### config.mk
export PLATFORM = sky130hd
export DESIGN_NAME = casc_counter
export DESIGN_NICKNAME = d
export VERILOG_FILES = /design/src/rtl/cnt_pkg.sv /design/src/rtl/cnt_ctrl.sv /design/src/rtl/cnt_datapath.sv /design/src/rtl/cnt_stage.sv /design/src/rtl/casc_counter.sv
export SDC_FILE = /design/constraint.sdc
export NUM_CORES = 1
export LEC_CHECK = 0
export ABC_AREA = 1
export BUFFER_PORTS_ARGS = -buffer_cell sky130_fd_sc_hd__buf_4
export CAP_MARGIN = 25
export CORE_AREA = 2 2 39 41
export DETAILED_ROUTE_END_ITERATION = 16
export DIE_AREA = 0 0 41 43
export PLACE_DENSITY = 0.74
export SKIP_CTS_REPAIR_TIMING = 1
export SLEW_MARGIN = 10
export SYNTH_ARGS = -nofsm -noshare
export SYNTH_HDL_FRONTEND = slang
export SYNTH_HIERARCHICAL = 1
export SYNTH_SLANG_ARGS = --single-unit
### constraint.sdc
create_clock -name clk -period 1.44 [get_ports clk]
set_input_delay 0.216 -clock clk [delete_from_list [all_inputs] [get_ports clk]]
set_output_delay 0.216 -clock clk [all_outputs]
set_load 0.05 [all_outputs]
### src/rtl/cnt_pkg.sv
package cnt_pkg;
  typedef struct packed {
    logic clr;
    logic load;
    logic inc;
  } cntStrobes_t;
endpackage

### src/rtl/cnt_ctrl.sv
module cnt_ctrl
  import cnt_pkg::*;
(
  input  logic        clrN,
  input  logic        loadN,
  input  logic        enP,
  input  logic        enT,
  output cntStrobes_t strobes
);
  // Priority: clear, then load, then count.
  always_comb begin
    strobes.clr  = !clrN;
    strobes.load = clrN && !loadN;
    strobes.inc  = clrN && loadN && enP && enT;
  end
endmodule

### src/rtl/cnt_datapath.sv
module cnt_datapath
  import cnt_pkg::*;
#(
  parameter int W         = 4,
  parameter bit ASYNC_CLR = 1'b1
) (
  input  logic         clk,
  input  logic         clrN,
  input  cntStrobes_t  strobes,
  input  logic [W-1:0] dIn,
  input  logic         enT,
  output logic [W-1:0] q,
  output logic         carry
);
  localparam logic [W-1:0] ONE = W'(1);

  logic [W-1:0] qReg;
  logic [W-1:0] nextQ;

  always_comb begin
    nextQ = qReg;
    if (strobes.clr)       nextQ = '0;
    else if (strobes.load) nextQ = dIn;
    else if (strobes.inc)  nextQ = qReg + ONE;
  end

  generate
    if (ASYNC_CLR) begin : g_async
      always_ff @(posedge clk or negedge clrN) begin
        if (!clrN) qReg <= '0;
        else       qReg <= nextQ;
      end

      // a low clear seen at an edge means the count is already zero
      p_async_clr_r2: assert property (@(posedge clk) !clrN |-> q == '0)
        else $error("p_async_clr_r2");
    end else begin : g_sync
      always_ff @(posedge clk) qReg <= nextQ;

      // a low clear at an edge zeroes the count on that edge
      p_sync_clr_r3: assert property (@(posedge clk) !clrN |=> q == '0)
        else $error("p_sync_clr_r3");

      // no load and no count request leaves the count unchanged
      p_hold_r7: assert property (@(posedge clk) disable iff (!clrN)
        (!strobes.load && !strobes.inc) |=> $stable(q))
        else $error("p_hold_r7");
    end
  endgenerate

  assign q     = qReg;
  assign carry = enT & (&qReg);

  // load copies the data inputs
  p_load_r5: assert property (@(posedge clk) disable iff (!clrN)
    strobes.load |=> q == $past(dIn))
    else $error("p_load_r5");

  // count request adds one, wrapping
  p_inc_r6: assert property (@(posedge clk) disable iff (!clrN)
    strobes.inc |=> q == W'($past(q) + ONE))
    else $error("p_inc_r6");
endmodule

### src/rtl/cnt_stage.sv
module cnt_stage
  import cnt_pkg::*;
#(
  parameter int W         = 4,
  parameter bit ASYNC_CLR = 1'b1
) (
  input  logic         clk,
  input  logic         clrN,
  input  logic         loadN,
  input  logic         enP,
  input  logic         enT,
  input  logic [W-1:0] dIn,
  output logic [W-1:0] q,
  output logic         carry
);
  cntStrobes_t strobes;

  cnt_ctrl u_ctrl (
    .clrN    (clrN),
    .loadN   (loadN),
    .enP     (enP),
    .enT     (enT),
    .strobes (strobes)
  );

  cnt_datapath #(.W(W), .ASYNC_CLR(ASYNC_CLR)) u_dp (
    .clk     (clk),
    .clrN    (clrN),
    .strobes (strobes),
    .dIn     (dIn),
    .enT     (enT),
    .q       (q),
    .carry   (carry)
  );
endmodule

### src/rtl/casc_counter.sv
module casc_counter #(
  parameter int STAGES    = 2,
  parameter int STAGE_W   = 4,
  parameter bit ASYNC_CLR = 1'b1
) (
  input  logic                       clk,
  input  logic                       clrN,
  input  logic                       loadN,
  input  logic                       enP,
  input  logic                       enT,
  input  logic [STAGES*STAGE_W-1:0]  dIn,
  output logic [STAGES*STAGE_W-1:0]  q,
  output logic                       carryOut
);
  localparam int TOTAL_W = STAGES * STAGE_W;

  logic [STAGES:0] chainEn;

  assign chainEn[0] = enT;

  generate
    for (genvar i = 0; i < STAGES; i++) begin : g_stage
      cnt_stage #(.W(STAGE_W), .ASYNC_CLR(ASYNC_CLR)) u_stage (
        .clk   (clk),
        .clrN  (clrN),
        .loadN (loadN),
        .enP   (enP),
        .enT   (chainEn[i]),
        .dIn   (dIn[i*STAGE_W +: STAGE_W]),
        .q     (q[i*STAGE_W +: STAGE_W]),
        .carry (chainEn[i+1])
      );
    end
  endgenerate

  assign carryOut = chainEn[STAGES];

  // the chain increments as one wide counter
  p_wide_count_r9: assert property (@(posedge clk) disable iff (!clrN)
    (loadN && enP && enT) |=> q == TOTAL_W'($past(q) + TOTAL_W'(1)))
    else $error("p_wide_count_r9");

  // the chain's terminal count implies the full count is all ones
  p_chain_carry_r8: assert property (@(posedge clk) disable iff (!clrN)
    carryOut |-> (q == '1))
    else $error("p_chain_carry_r8");
endmodule

==> flow_summary.json <==
{
  "critical-path-top-delay-family": "flip-flops",
  "cts.sinks": 8,
  "core-area_mm2": 0.00138,
  "setup_ws_ps": -60.7,
  "rsz0062_at_grt": "true",
  "timing.max_cap.violations": 0,
  "die_height_um": 43,
  "slew_headroom_pct": 80.2,
  "wire_per_inst_um": 11.0,
  "grt_start_max_net_pins": 8,
  "grt_pass1_vias": 541,
  "irDropWorstVdd_v": 0.000413,
  "overflow": 0,
  "post-route-drc-count": 0,
  "critPathKind": "flop to output pin",
  "vias": 616,
  "hold_viol_final": 0,
  "ys_ff_latch": 8,
  "crit_top_cell": "nor2_4",
  "syn_nets": 95,
  "hp-start": "dIn[0]",
  "wirelength_mm": 1.39,
  "via_per_inst": 4.85,
  "fin_area_um2": 863,
  "first_pass_iters": 4,
  "slew_viol_final": 0,
  "critPathSlowestCell": "dfrtp_2",
  "syn_inst": 80,
  "portBuffers": 21,
  "layout.cells.non_filler": 127,
  "syn_area_um2": 558,
  "die-area_mm2": 0.00176,
  "h-tree-depth": 1,
  "min_period_over_period_pct": 104,
  "final_util_pct": 62.4,
  "powerDensity_mw_per_mm2": 708,
  "cts_buffer_depth": 2,
  "gp_congestion": 0.727,
  "yosysWarnings": 6,
  "clk_latency_ps": 250,
  "initial_core_util_pct": 40.3,
  "synth_top_area_cell": "dfrtp_1",
  "synthTopCellsByArea": "dfrtp_1 36%, nand2_1 17%, o21ai_1 9.0%, nor2_1 8.1%, ha_1 4.5%",
  "grt_use_total_pct": 17.9,
  "startpoint": "g_stage[0].u_stage/u_dp/q[0]$_DFFE_PN0P_",
  "synth_seq_area_share_pct": 35.9,
  "p_leak_nw": 0.446,
  "drtIter0Drc": 11,
  "cts_buffers": 3,
  "grt_pass1_wl_mm": 2.15,
  "nNetsFinal": 128,
  "path_cells": "ha_4 > nand2_4 > nor2_4 > nand2_2 > nor2_4 > buf_8",
  "failed_checks": "negative setup slack",
  "placed_area_um2": 791,
  "synth_top_area_share_pct": 35.9,
  "tightest_slew_ps": 295,
  "cp.arrival_ps": 1280,
  "finalPower_uw": 611,
  "r2r-start": "g_stage[0].u_stage/u_dp/q[0]$_DFFE_PN0P_",
  "cts_tree": "done",
  "critPathBufInv": 1,
  "start_kind": "flop",
  "cts.clk_slew.worst_paths_ps": 60,
  "worstHoldPathType": "input port to flop",
  "finalSetupViolations": 1,
  "final_antenna_net_count": 0,
  "area_growth_pct": 54.7,
  "cts_root_buffer": "clkbuf_4",
  "yosys.cell_types.count": 14,
  "max_clock_freq_mhz": 666,
  "cp_max_fo": 3,
  "die_w_um": 41,
  "required_ps": 1220,
  "fin_crit_ps": 1500,
  "fin_skew_ps": 6.68,
  "end_kind": "output pin",
  "drive_gt1_share_pct": 41.4,
  "dpl.hpwl_mm": 1.10,
  "largest_reg_flops": 8,
  "antenna_found_initial": 0,
  "syn_area_per_cell_um2": 6.98,
  "rows": 14,
  "pin_count": 22,
  "dp_cells": 121,
  "max_stage_delay_ps": 400,
  "outcome": "finished, violations left",
  "n_antenna_cell": 0
}
metal layers:
metal  up-vias  track usage (%)  part of all wire [%]
met1       270             19.0                    41
li1        324                -                     -
met5         -                0                     0
met2        20             30.6                    52
met3         2             4.71                   6.8
met4         0             8.00                  0.72
worst reg2reg max path, cell delays in order, from the launching register on:
cell      delay [ps]
dfrtp_2          440
ha_4             180
nand2_4           60
nor2_4            40
nand2_1           60
nor2_2            50
o21bai_2         210
nor2_1            70
o21ai_1           70
nand2_1           60
path summary, 6_finish.rpt:
check | end | slack [ps] | cells past startpoint
max in group asynchronous | g_stage[0].u_stage/u_dp/q[1]$_DFFE_PN0P_ | 730 | 3
worst max-delay path | carryOut | -60 | 6
min in group asynchronous | g_stage[0].u_stage/u_dp/q[3]$_DFFE_PN0P_ | 370 | 2
worst min-delay path | g_stage[0].u_stage/u_dp/q[0]$_DFFE_PN0P_ | 240 | 3
worst min register to register | g_stage[0].u_stage/u_dp/q[0]$_DFFE_PN0P_ | 560 | 2
worst max register to register | g_stage[1].u_stage/u_dp/q[2]$_DFFE_PN0P_ | 80 | 9
synth_stat cells:
cell type and number:
or2_1 2, nor2_1 12, o21bai_2 2, nand4_1 2
nor3_2 2, nand2_1 26, ha_1 2, inv_1 4
xor2_1 2, dfrtp_1 8, nand3_1 4, o21ai_1 10
inv_2 2, nor2_2 2
report_power, final:
group	internal [mW]	switching [mW]	total, mW
registers	0.238	0.0167	0.255
clock network	0.0951	0.0725	0.168
logic	0.0795	0.109	0.189
stage by stage:
step | hold WS, ps | setup TNS, ps | setup WS [ps]
5_1_grt | 256 | -110 | -110
6_report | 239 | -60.7 | -60.7
2_1_floorplan | -79.6 | -150 | -91.4
4_1_cts | -239 | -186 | -186
3_5_place_dp | 29.0 | 0 | 51.2
3_3_place_gp | 26.7 | 0 | 90.8
cells by family (layout without fill, tap and decap cells):
family | count (synthesis) | after routing | share of synthesized area [%]
compound gates | 12 | 12 | 13.0
xor+xnor | 2 | 2 | 3.14
fa+ha+maj | 2 | 2 | 4.48
buf+inv | 6 | 37 | 4.04
flops | 8 | 8 | 35.9
simple gates | 50 | 50 | 39.5
layout make-up:
| type | count | area (um2) |
|---|---|---|
| fillers | 124 | 520 |
| multi-input cells | 66 | 375 |
| repair buffers | 28 | 220 |
| flip-flops and latches | 8 | 203 |
| clock buffers | 3 | 22.5 |
| inverters | 6 | 22.5 |
| well taps | 16 | 20.0 |
placed cells by master, fill, tap and decap left out, types with 3 or more instances in the layout:
cell,count
buf_4,26
clkbuf_4,3
dfrtp_1,6
inv_1,4
nand2_1,24
nand3_1,4
nor2_1,9
nor2_2,3
o21ai_1,10
Power figures use the tool's default switching activity.
